<file path="src/rtl/dma4_pkg.sv">
package dma4_pkg;

    parameter int ADDR_W      = 32;
    parameter int CNT_FIELD_W = 16;

    typedef enum logic [1:0] {AM_INC = 2'd0, AM_DEC = 2'd1, AM_FIX = 2'd2, AM_INC_RLD = 2'd3} addr_mode_e;
    typedef enum logic [1:0] {TM_NOW = 2'd0, TM_HBL = 2'd1, TM_VBL = 2'd2, TM_SPC = 2'd3} timing_e;
    typedef enum logic [1:0] {RS_SRC = 2'd0, RS_DST = 2'd1, RS_CNT = 2'd2, RS_CTRL = 2'd3} reg_sel_e;
    typedef enum logic [1:0] {ST_IDLE, ST_READ, ST_WRITE, ST_DONE} eng_state_e;

    typedef struct packed {
        logic       en;
        logic [5:0] rsv;
        logic       irq_en;
        timing_e    timing;
        logic       wide;
        logic       rpt;
        addr_mode_e smode;
        addr_mode_e dmode;
    } ctrl_t;

    function automatic logic [ADDR_W-1:0] step_addr(logic [ADDR_W-1:0] a, addr_mode_e m, logic wide);
        logic [ADDR_W-1:0] d;
        d = wide ? ADDR_W'(4) : ADDR_W'(2);
        case (m)
            AM_DEC:  return a - d;
            AM_FIX:  return a;
            default: return a + d;
        endcase
    endfunction

    function automatic logic [ADDR_W-1:0] align_addr(logic [ADDR_W-1:0] a, logic wide);
        return wide ? {a[ADDR_W-1:2], 2'b00} : a;
    endfunction

endpackage

</file>
<file path="src/rtl/dma4_chan.sv">
module dma4_chan
    import dma4_pkg::*;
#(
    parameter int CH_ID      = 0,
    parameter int CNT_W      = 17,
    parameter int ZERO_UNITS = 16384
) (
    input  logic              clk,
    input  logic              rst_n,
    input  logic              wr_en,
    input  reg_sel_e          wr_sel,
    input  logic [31:0]       wr_data,
    input  logic              hblank,
    input  logic              vblank,
    input  logic              special,
    input  logic              grant,
    input  logic              wb_valid,
    input  logic [ADDR_W-1:0] wb_src,
    input  logic [ADDR_W-1:0] wb_dst,
    output ctrl_t             ctrl,
    output logic [ADDR_W-1:0] work_src,
    output logic [ADDR_W-1:0] work_dst,
    output logic [CNT_W-1:0]  work_cnt,
    output logic              pending,
    output logic              irq
);

    logic [ADDR_W-1:0]      src_q, dst_q;
    logic [CNT_FIELD_W-1:0] cnt_q;
    logic [CNT_W-1:0]       reload;
    ctrl_t                  new_ctrl;
    logic                   trig, ctrl_wr;

    always_comb begin
        new_ctrl     = ctrl_t'(wr_data[15:0]);
        new_ctrl.rsv = '0;
    end

    assign reload  = (cnt_q == '0) ? CNT_W'(ZERO_UNITS) : CNT_W'(cnt_q);
    assign ctrl_wr = wr_en && (wr_sel == RS_CTRL);
    assign trig    = ctrl.en && ((ctrl.timing == TM_HBL && hblank) ||
                                 (ctrl.timing == TM_VBL && vblank) ||
                                 (ctrl.timing == TM_SPC && special && (CH_ID != 0)));

    always_ff @(posedge clk) begin
        if (!rst_n) begin
            src_q    <= '0;
            dst_q    <= '0;
            cnt_q    <= '0;
            ctrl     <= '0;
            work_src <= '0;
            work_dst <= '0;
            work_cnt <= '0;
            pending  <= 1'b0;
            irq      <= 1'b0;
        end else begin
            irq     <= wb_valid && ctrl.irq_en;
            pending <= (pending && !grant) || trig;
            if (wr_en) begin
                unique case (wr_sel)
                    RS_SRC: src_q <= {wr_data[ADDR_W-1:1], 1'b0};
                    RS_DST: dst_q <= {wr_data[ADDR_W-1:1], 1'b0};
                    RS_CNT: cnt_q <= wr_data[CNT_FIELD_W-1:0];
                    RS_CTRL: begin
                        ctrl <= new_ctrl;
                        if (new_ctrl.en && !ctrl.en) begin
                            work_src <= src_q;
                            work_dst <= dst_q;
                            work_cnt <= reload;
                            pending  <= (new_ctrl.timing == TM_NOW);
                        end else if (!new_ctrl.en) begin
                            pending <= 1'b0;
                        end
                    end
                endcase
            end
            if (wb_valid) begin
                work_src <= wb_src;
                if (ctrl.rpt) begin
                    work_cnt <= reload;
                    work_dst <= (ctrl.dmode == AM_INC_RLD) ? dst_q : wb_dst;
                    if (ctrl.timing == TM_NOW) pending <= 1'b1;
                end else begin
                    work_dst <= wb_dst;
                    work_cnt <= '0;
                    ctrl.en  <= 1'b0;
                end
            end
        end
    end

    // a finished single-shot block leaves the enable bit clear
    p_en_clear_r8: assert property (@(posedge clk) disable iff (!rst_n)
        (wb_valid && !ctrl.rpt && !ctrl_wr) |=> !ctrl.en);

    // completion interrupt lasts one cycle
    p_irq_pulse_r10: assert property (@(posedge clk) disable iff (!rst_n)
        irq |=> !irq);

    // a special request never arms channel 0
    p_no_special0_r7: assert property (@(posedge clk) disable iff (!rst_n)
        (CH_ID == 0 && ctrl.en && ctrl.timing == TM_SPC && !pending && !ctrl_wr) |=> !pending);

    // a repeating block stays enabled after completion
    p_rpt_keeps_en_r9: assert property (@(posedge clk) disable iff (!rst_n)
        (wb_valid && ctrl.rpt && ctrl.en && !ctrl_wr) |=> ctrl.en);

endmodule

</file>
<file path="src/rtl/dma4_engine.sv">
module dma4_engine
    import dma4_pkg::*;
#(
    parameter int NUM_CH = 4,
    parameter int CNT_W  = 17,
    localparam int CH_W  = $clog2(NUM_CH)
) (
    input  logic              clk,
    input  logic              rst_n,
    input  logic [NUM_CH-1:0] pend,
    input  ctrl_t             ch_ctrl [NUM_CH],
    input  logic [ADDR_W-1:0] ch_src  [NUM_CH],
    input  logic [ADDR_W-1:0] ch_dst  [NUM_CH],
    input  logic [CNT_W-1:0]  ch_cnt  [NUM_CH],
    output logic              bus_req,
    output logic              bus_we,
    output logic              bus_wide,
    output logic [ADDR_W-1:0] bus_addr,
    output logic [31:0]       bus_wdata,
    input  logic [31:0]       bus_rdata,
    input  logic              bus_ready,
    output logic [NUM_CH-1:0] grant,
    output logic              wb_valid,
    output logic [CH_W-1:0]   wb_chan,
    output logic [ADDR_W-1:0] wb_src,
    output logic [ADDR_W-1:0] wb_dst
);

    eng_state_e        state, nxt;
    logic [CH_W-1:0]   sel, act;
    logic              any;
    logic [ADDR_W-1:0] a_src, a_dst;
    logic [CNT_W-1:0]  a_cnt;
    addr_mode_e        a_sm, a_dm;
    logic              a_wide;
    logic [31:0]       data_q;

    // lowest-numbered pending channel wins
    always_comb begin
        sel = '0;
        any = 1'b0;
        for (int i = NUM_CH - 1; i >= 0; i--) begin
            if (pend[i]) begin
                sel = CH_W'(i);
                any = 1'b1;
            end
        end
    end

    always_ff @(posedge clk) begin
        if (!rst_n) state <= ST_IDLE;
        else        state <= nxt;
    end

    always_comb begin
        nxt = state;
        unique case (state)
            ST_IDLE:  if (any) nxt = ST_READ;
            ST_READ:  if (bus_ready) nxt = ST_WRITE;
            ST_WRITE: if (bus_ready) nxt = (a_cnt == CNT_W'(1)) ? ST_DONE : ST_READ;
            ST_DONE:  nxt = ST_IDLE;
        endcase
    end

    always_comb begin
        bus_req  = (state == ST_READ) || (state == ST_WRITE);
        bus_we   = (state == ST_WRITE);
        grant    = '0;
        wb_valid = (state == ST_DONE);
        if (state == ST_IDLE && any) grant[sel] = 1'b1;
    end

    assign bus_wide  = a_wide;
    assign bus_addr  = align_addr((state == ST_WRITE) ? a_dst : a_src, a_wide);
    assign bus_wdata = a_wide ? data_q : {16'h0000, data_q[15:0]};
    assign wb_chan   = act;
    assign wb_src    = a_src;
    assign wb_dst    = a_dst;

    always_ff @(posedge clk) begin
        if (!rst_n) begin
            act    <= '0;
            a_src  <= '0;
            a_dst  <= '0;
            a_cnt  <= '0;
            a_sm   <= AM_INC;
            a_dm   <= AM_INC;
            a_wide <= 1'b0;
            data_q <= '0;
        end else begin
            if (state == ST_IDLE && any) begin
                act    <= sel;
                a_src  <= ch_src[sel];
                a_dst  <= ch_dst[sel];
                a_cnt  <= ch_cnt[sel];
                a_sm   <= ch_ctrl[sel].smode;
                a_dm   <= ch_ctrl[sel].dmode;
                a_wide <= ch_ctrl[sel].wide;
            end
            if (state == ST_READ && bus_ready) data_q <= bus_rdata;
            if (state == ST_WRITE && bus_ready) begin
                a_src <= step_addr(a_src, a_sm, a_wide);
                a_dst <= step_addr(a_dst, a_dm, a_wide);
                a_cnt <= a_cnt - CNT_W'(1);
            end
        end
    end

    // an access waits with steady request and address
    p_hold_r12: assert property (@(posedge clk) disable iff (!rst_n)
        (bus_req && !bus_ready) |=> (bus_req && $stable(bus_addr) && $stable(bus_we)));

    // a completed read is followed by its write
    p_read_then_write_r12: assert property (@(posedge clk) disable iff (!rst_n)
        (bus_req && !bus_we && bus_ready) |=> (bus_req && bus_we));

    // at most one channel granted at a time
    p_one_grant_r11: assert property (@(posedge clk) disable iff (!rst_n)
        $onehot0(grant));

    // no new grant while a block is in flight
    p_no_grant_busy_r11: assert property (@(posedge clk) disable iff (!rst_n)
        bus_req |-> (grant == '0));

endmodule

</file>
<file path="src/rtl/dma4_ctrl.sv">
module dma4_ctrl
    import dma4_pkg::*;
#(
    parameter int NUM_CH        = 4,
    parameter int ZERO_CNT      = 32'h4000,
    parameter int ZERO_CNT_LAST = 32'h10000,
    localparam int CH_W  = $clog2(NUM_CH),
    localparam int CNT_W = $clog2(ZERO_CNT_LAST + 1)
) (
    input  logic              clk,
    input  logic              rst_n,
    input  logic              reg_we,
    input  logic [CH_W-1:0]   reg_chan,
    input  logic [1:0]        reg_sel,
    input  logic [31:0]       reg_wdata,
    input  logic [CH_W-1:0]   rd_chan,
    output logic [15:0]       ctrl_rdata,
    input  logic              hblank,
    input  logic              vblank,
    input  logic [NUM_CH-1:0] special_req,
    output logic              bus_req,
    output logic              bus_we,
    output logic              bus_wide,
    output logic [ADDR_W-1:0] bus_addr,
    output logic [31:0]       bus_wdata,
    input  logic [31:0]       bus_rdata,
    input  logic              bus_ready,
    output logic [NUM_CH-1:0] irq
);

    ctrl_t             ctrl_a [NUM_CH];
    logic [ADDR_W-1:0] src_a  [NUM_CH];
    logic [ADDR_W-1:0] dst_a  [NUM_CH];
    logic [CNT_W-1:0]  cnt_a  [NUM_CH];
    logic [NUM_CH-1:0] pend, grant;
    logic              wb_valid;
    logic [CH_W-1:0]   wb_chan;
    logic [ADDR_W-1:0] wb_src, wb_dst;

    for (genvar g = 0; g < NUM_CH; g++) begin : g_ch
        dma4_chan #(
            .CH_ID      (g),
            .CNT_W      (CNT_W),
            .ZERO_UNITS ((g == NUM_CH - 1) ? ZERO_CNT_LAST : ZERO_CNT)
        ) chan_i (
            .clk      (clk),
            .rst_n    (rst_n),
            .wr_en    (reg_we && (reg_chan == CH_W'(g))),
            .wr_sel   (reg_sel_e'(reg_sel)),
            .wr_data  (reg_wdata),
            .hblank   (hblank),
            .vblank   (vblank),
            .special  (special_req[g]),
            .grant    (grant[g]),
            .wb_valid (wb_valid && (wb_chan == CH_W'(g))),
            .wb_src   (wb_src),
            .wb_dst   (wb_dst),
            .ctrl     (ctrl_a[g]),
            .work_src (src_a[g]),
            .work_dst (dst_a[g]),
            .work_cnt (cnt_a[g]),
            .pending  (pend[g]),
            .irq      (irq[g])
        );
    end

    dma4_engine #(
        .NUM_CH (NUM_CH),
        .CNT_W  (CNT_W)
    ) engine_i (
        .clk       (clk),
        .rst_n     (rst_n),
        .pend      (pend),
        .ch_ctrl   (ctrl_a),
        .ch_src    (src_a),
        .ch_dst    (dst_a),
        .ch_cnt    (cnt_a),
        .bus_req   (bus_req),
        .bus_we    (bus_we),
        .bus_wide  (bus_wide),
        .bus_addr  (bus_addr),
        .bus_wdata (bus_wdata),
        .bus_rdata (bus_rdata),
        .bus_ready (bus_ready),
        .grant     (grant),
        .wb_valid  (wb_valid),
        .wb_chan   (wb_chan),
        .wb_src    (wb_src),
        .wb_dst    (wb_dst)
    );

    assign ctrl_rdata = 16'(ctrl_a[rd_chan]);

endmodule

</file>
<file path="config.mk">
export PLATFORM = sky130hd
export DESIGN_NAME = dma4_ctrl
export DESIGN_NICKNAME = d
export VERILOG_FILES = /design/src/rtl/dma4_pkg.sv /design/src/rtl/dma4_chan.sv /design/src/rtl/dma4_engine.sv /design/src/rtl/dma4_ctrl.sv
export SDC_FILE = /design/constraint.sdc
export NUM_CORES = 2
export LEC_CHECK = 0
export ABC_CLOCK_PERIOD_IN_PS = 3950
export BUFFER_PORTS_ARGS = -buffer_cell sky130_fd_sc_hd__buf_4
export CORE_MARGIN = 1.5
export CORE_UTILIZATION = 50
export DETAILED_ROUTE_END_ITERATION = 12
export PLACE_DENSITY = 0.76
export SLEW_MARGIN = 0
export SYNTH_ARGS = -nofsm -noshare
export SYNTH_HDL_FRONTEND = slang
export SYNTH_SLANG_ARGS = --single-unit
</file>
<file path="constraint.sdc">
create_clock -name clk -period 3.95 [get_ports clk]
set_input_delay 0.395 -clock clk [delete_from_list [all_inputs] [get_ports clk]]
set_output_delay 0.395 -clock clk [all_outputs]
set_load 0.05 [all_outputs]
</file>
# After elaboration in Yosys (flattened, before gate mapping)
# Cells that the tools add are included.
totals:
  reg_bits: 806
  latch_bits: 0
  ramBits: 0
  rom_bits: 0
  output_inout_bits: 87
  elab_cells: 376
  memories: 0
op_classes:
  add_sub_neg: 5
  mul: 0
  n_div: 0
  n_lt_le_gt_ge: 4
  n_eq_ne: 37
  n_shift: 0
  n_mux: 151
  n_bitwise: 2
  reduce_logical: 108
op_table:
  columns: ["cell", "n"]
  rows:
  - ["$mux W32", 50]
  - ["$mux W17", 25]
  - ["$mux W16", 13]
  - ["$bmux W32 S2", 2]
  - ["$pmux W32 S2", 2]
  - ["$add A32 B32 Y32", 2]
  - ["$bmux W16 S2", 2]
  - ["$logic_not A16 Y1", 4]
  - ["$sub A32 B32 Y32", 2]
  - ["$eq A2 B2 Y1 const B", 21]
  - ["$mux W1", 41]
  - ["$logic_and A1 B1 Y1", 39]
  - ["$reduce_and A2 Y1", 18]
  - ["$bmux W17 S2", 1]
  - ["$reduce_bool A2 Y1", 13]
  - ["$eq A2 B1 Y1 const B", 10]
  - ["$logic_not A2 Y1", 9]
  - ["$mux W2", 9]
  - ["$eq A17 B1 Y1 const B", 1]
  - ["$sub A17 B1 Y17 const B", 1]
  - ["$reduce_and A3 Y1", 5]
  - ["$logic_or A1 B1 Y1", 12]
  - ["$mux W6", 2]
  - ["$logic_not A1 Y1", 8]
  - ["other kinds (10)", 15]

# Depth between registers and ports, before layout
depth:
  ltp_word: 19
  depth_mapped: 14

# Hierarchy
# From an unflattened synthesis, not the netlist that was laid out.
hier_totals:
  hier_cells: 4747
  area_unflattened_um2: 38826.0
modules_own_cells:
  columns: ["mod", "instances", "cells_each", "area_each_um2", "seq_area_each_um2"]
  rows:
  - ["dma4_chan (g_ch[1].chan_i ...)", 2, 817, 6527.5, 3403.3]
  - ["dma4_engine", 1, 1501, 11602.4, 2442.3]
  - ["dma4_chan (g_ch[3].chan_i)", 1, 821, 6841.6, 3423.3]
  - ["dma4_chan (g_ch[0].chan_i)", 1, 763, 6840.3, 3403.3]
  - ["dma4_ctrl", 1, 28, 486.7, 0.0]

# Worst setup path after synthesis
# Ideal clock, no wire load.
synth_path:
  path_type: "register -> register"
  startpoint: "reg engine_i.a_dm[0]"
  endpoint: "reg engine_i.a_dst[21], in the netlist engine_i.wb_dst[21]"
  t_arrival_ps: 3355
  required_ps: 3818
  path_slack_ps: 463
  path_stages_with_launch: 14
  n_path_buf: 3
  synth_period_minus_slack_ps: 3487
  cell_sequence: "dfxtp_1 > or2b_4 > buf_4 > clkbuf_1 > buf_1 > nor2_1 > ha_1 > o21a_1 > nor2_1 > or4_4 > a211oi_4 > mux2_1 > o22ai_1 > a21oi_1"
synth_via:
  elab_chain_len: 3
synth_rtl:
  columns: ["element", "line", "text"]
  rows:
  - ["start: declaration", "dma4_engine.sv:34", "addr_mode_e a_sm, a_dm;"]
  - ["start signal: assignment", "dma4_engine.sv:97", "a_dm <= ch_ctrl[sel].dmode;"]
  - ["$eq A2 B2 Y1 / $eq A2 B1 Y1 (equally long branches)", "dma4_pkg.sv:25", "case (m)"]
  - ["$pmux W32 S2 / $ne A2 B2 Y1 (equally long branches)", null, null]
  - ["$mux W32 / $reduce_and A2 Y1 (equally long branches)", null, null]
  - ["end signal: assignment", "dma4_engine.sv:94", "a_dst <= ch_dst[sel];"]
  - ["end signal: assignment", "dma4_engine.sv:103", "a_dst <= step_addr(a_dst, a_dm, a_wide);"]
  - ["end: declaration", "dma4_engine.sv:32", "logic [ADDR_W-1:0] a_src, a_dst;"]
# Several ways; a longest one is shown, not always the timed one.
# A chain may end at the register's enable or synchronous reset.

# Worst setup path in the final report
layout_path:
  startpoint: "reg engine_i.a_sm[1]"
  endpoint: "reg engine_i.a_src[28], in the netlist engine_i.wb_src[28]"
layout_via:
  elab_chain_len: 3
layout_rtl:
  columns: ["element", "line", "text"]
  rows:
  - ["start: declaration", "dma4_engine.sv:34", null]
  - ["start signal: assignment", "dma4_engine.sv:96", "a_sm <= ch_ctrl[sel].smode;"]
  - ["$eq A2 B2 Y1 / $eq A2 B1 Y1 (equally long branches)", "dma4_pkg.sv:25", null]
  - ["$pmux W32 S2 / $ne A2 B2 Y1 (equally long branches)", null, null]
  - ["$mux W32 / $reduce_and A2 Y1 (equally long branches)", null, null]
  - ["end signal: assignment", "dma4_engine.sv:93", "a_src <= ch_src[sel];"]
  - ["end signal: assignment", "dma4_engine.sv:102", "a_src <= step_addr(a_src, a_sm, a_wide);"]
  - ["end: declaration", "dma4_engine.sv:32", null]
# Several ways; a longest one is shown, not always the timed one.

==> reports/results.ini <==
[outcome]
status = complete, no violations

[floorplanning]
start_util_pct = 50.5
io_pins = 167
core_area_sq_mm = 0.0743
die_w_um = 277
fp-row-count = 100
dieArea_sq_mm = 0.0767
die_h_um = 277

[sta]
whs_ps = 41.8
rsz0062_at_grt = false
hold_violations = 0
finalClockSkew_ps = 48.6
setup_violations = 0
drv_slew = 0
max_freq_mhz = 298
period_minus_slack_ps = 3360
fin_crit_sh_pct = 85.1
worst_slew_pin_slew_ps = 1230
maxSlewHeadroom_pct = 18.2
tns_ps = 0

[yosys]
ys_warn_count = 0
synth_area_leaders = dfxtp_1 43%, nand2_1 13%, a21oi_1 6.9%
yosysTopAreaCell = dfxtp_1
synth_top_flop_cell = dfxtp_1
synth_seq_area_share_pct = 42.8
synth-edff-count = 0
avgSynthCellArea_sq_um = 7.70
ys_seq_elements = 803
synth_area_sq_mm = 0.0375
async_reset_ff_share_pct = 0
synth_top_area_share_pct = 42.8
yosysUniqueCellTypes = 95
synthCells = 4876

[setup_path]
worstPathRequired_ps = 4510
critPathKind = flop to flop
worstPathArrival_ps = 3920
critPathCapture = engine_i.wb_src[28]$_SDFFE_PN0P_
crit_fanout = 12
timing.rr.end = engine_i.wb_src[28]$_SDFFE_PN0P_
worst-r2r-cell-count = 11
worst_setup_path_end_kind = flop
r2r-start = engine_i.a_sm[1]$_SDFFE_PN0P_
crit_start = engine_i.a_sm[1]$_SDFFE_PN0P_
r2r_slack_ps = 590
start_kind = flop

[place]
gp_congestion = 0.980
dpl.cell_count = 5620
place_hpwl_mm = 79.7
port_buffers = 159

[global_routing]
antenna_found_initial = 3
gr-total-overflow = 0
grt_use_total_pct = 33.0
grt_max_degree = 138
grt_pass1_wl_mm = 201
first_global_vias = 34400

[drt]
routed_wl_mm = 132
first_pass_iters = 7
wl_per_cell_um = 22.7
first_iter_violations = 4562
route.vias.total = 37100
viasPerCell = 6.40
drc = 0
antenna_left = 0

[cts]
path_clk_slew_ps = 60
clock_latency_ps = 680
cts-resized-gates = 0
clockBufferDepth = 3
clk_root_buffer_cell = clkbuf_16
clkSinkCount = 803
ctsHtreeMaxLevel = 3
cts_buffers = 86
cts_tree = done

[hold_path]
hold_class = input port to flop

[cells_and_area]
final_cell_mix = 1,257 x nand2_1, 803 x dfxtp_1, 517 x a21oi_1
nets = 4864
stdcell_count = 5805
antennaDiodeCount = 0
area_growth_pct = 12.8
final_util_pct = 57.0
final_common_cell = nand2_1
drive_gt1_share_pct = 10.6

[flow_run]
maxCapViolCount = 0

[power]
worst_ir_drop_vdd_uv = 365
p_int_mw = 13.5
clock_power_share_pct = 45.2
switching_share_pct = 26.2
p_per_area_mw_per_mm2 = 431
combinationalPowerShare_pct = 8.4
pwr-share-seq_pct = 46.3
leakagePower_nw = 14.0
switching_power_mw = 4.78

layer usage:
| metal | up-vias | global-route usage (%) | share of wire (%) |
|---|---|---|---|
| li1 | 16900 | - | - |
| met1 | 17500 | 43.1 | 39 |
| met2 | 2219 | 51.8 | 44 |
| met3 | 438 | 6.16 | 12 |
| met4 | 2 | 17.4 | 5.3 |
| met5 | - | 0 | 0.0099 |
final cells by class:
| class | instances | area [sq um] |
|---|---|---|
| Timing Repair Buffer | 303 | 2530 |
| Clock inverter | 27 | 362 |
| Sequential cell | 803 | 16100 |
| Clock buffer | 126 | 2550 |
| Inverter | 30 | 120 |
| Multi-Input combinational cell | 3547 | 19500 |
| Fill cell | 6697 | 32000 |
| Tap cell | 969 | 1210 |
power groups by stage:
| stage | combinational (mW) | clock [mW] | sequential, mW |
|---|---|---|---|
| after floorplan | 1.09 | 0 | 8.51 |
| after global placement | 1.46 | 0 | 8.61 |
| after detailed placement | 1.47 | 0 | 8.62 |
| after CTS | 1.50 | 8.28 | 8.44 |
| after global routing | 1.64 | 8.63 | 8.46 |
| final | 1.54 | 8.26 | 8.45 |
timing repair:
| action | in CTS | in global routing |
|---|---|---|
| setup buffers | 0 | 0 |
| hold endpoints to repair | 32 | 0 |
| hold buffers | 32 | 0 |
worst max-delay path: stages (launching register included):
cell and delay, ps:
dfxtp_1 310, buf_4 190, nand2b_2 150, nor2_1 50
ha_1 320, nor2b_1 590, o2111ai_1 180, a211oi_1 370
o21ai_1 190, o41ai_1 480, a31oi_1 140, o221a_2 270
cells in the mapped netlist, types with 9 or more instances:
cell type  count
clkbuf_1     392
o211ai_1      21
nor3_1        51
a311oi_1     162
o21a_1        11
nor2b_1       15
nand3b_1       9
nand3_1       54
nand2b_1      11
a31oi_1       38
xnor2_1       22
nor2_1       476
or3_1         14
inv_1         29
a221oi_1      58
o21ai_0       95
mux2_2        28
a211oi_1     106
nand4_1       21
and2_1        30
buf_2         23
clkbuf_2      15
dfxtp_1      803
a21oi_1      519
or2_2          9
mux2i_1       99
a222oi_1      29
ha_1          13
a221o_1       46
a22oi_1       85
nor4_1        36
o22ai_1       11
a22o_1         9
nand2_1     1266
or4_1         11
buf_1         44
and3_1        31
buf_4         27
mux4_2        10
cell families (layout without fill, tap and decap cells):
| family | Yosys count | after routing | share of synthesized area [%] |
|---|---|---|---|
| compound gates | 1286 | 1286 | 23.2 |
| xor+xnor | 28 | 28 | 0.653 |
| fa+ha+maj | 13 | 13 | 0.433 |
| buf+inv | 531 | 486 | 5.70 |
| flops | 803 | 803 | 42.8 |
| mux | 140 | 140 | 4.17 |
| other cells | 1 | 6 | 0.00999 |
| simple gates | 2074 | 2074 | 23.0 |
state kept, by name, summed over array words and instances (netlist names):
signal and flops:
engine_i.data_q 32, engine_i.wb_chan 2, g_ch.chan_i.src_q 124, g_ch.chan_i.work_src 128
engine_i.state 2, engine_i.a_sm 2, g_ch.chan_i.work_dst 128, g_ch.chan_i.pending 4
g_ch.chan_i.irq 4, g_ch.chan_i.ctrl 40, engine_i.a_dm 2, g_ch.chan_i.cnt_q 64
engine_i.a_cnt 17, g_ch.chan_i.work_cnt 65, g_ch.chan_i.dst_q 124, engine_i.wb_src 32
engine_i.wb_dst 32, engine_i.bus_wide 1
stage by stage:
step                      cell area (sq um)  setup WS [ps]  total power, mW
after floorplan                       37600            463             9.60
after global placement                39100            734             10.1
after detailed placement              39100            703             10.1
after CTS                             42300            662             18.2
after global routing                  42300            354             18.7
final                                 42300            590             18.3
worst min path at each step:
stage	cells past startpoint	endpoint	slack (ps)	from
global placement	2	engine_i.data_q[20]$_SDFFE_PN0P_	440	engine_i.data_q[20]$_SDFFE_PN0P_
floorplan	2	g_ch[3].chan_i.work_cnt[0]$_SDFFE_PN0P_	430	g_ch[3].chan_i.work_cnt[0]$_SDFFE_PN0P_
CTS	3	g_ch[0].chan_i.src_q[30]$_SDFFE_PN0P_	20	reg_wdata[30]
detailed placement	2	engine_i.data_q[28]$_SDFFE_PN0P_	440	engine_i.data_q[28]$_SDFFE_PN0P_
finish	3	g_ch[3].chan_i.src_q[23]$_SDFFE_PN0P_	40	reg_wdata[23]
global route	3	g_ch[0].chan_i.src_q[30]$_SDFFE_PN0P_	40	reg_wdata[30]
Note: power is estimated with default switching activity, not from simulation.
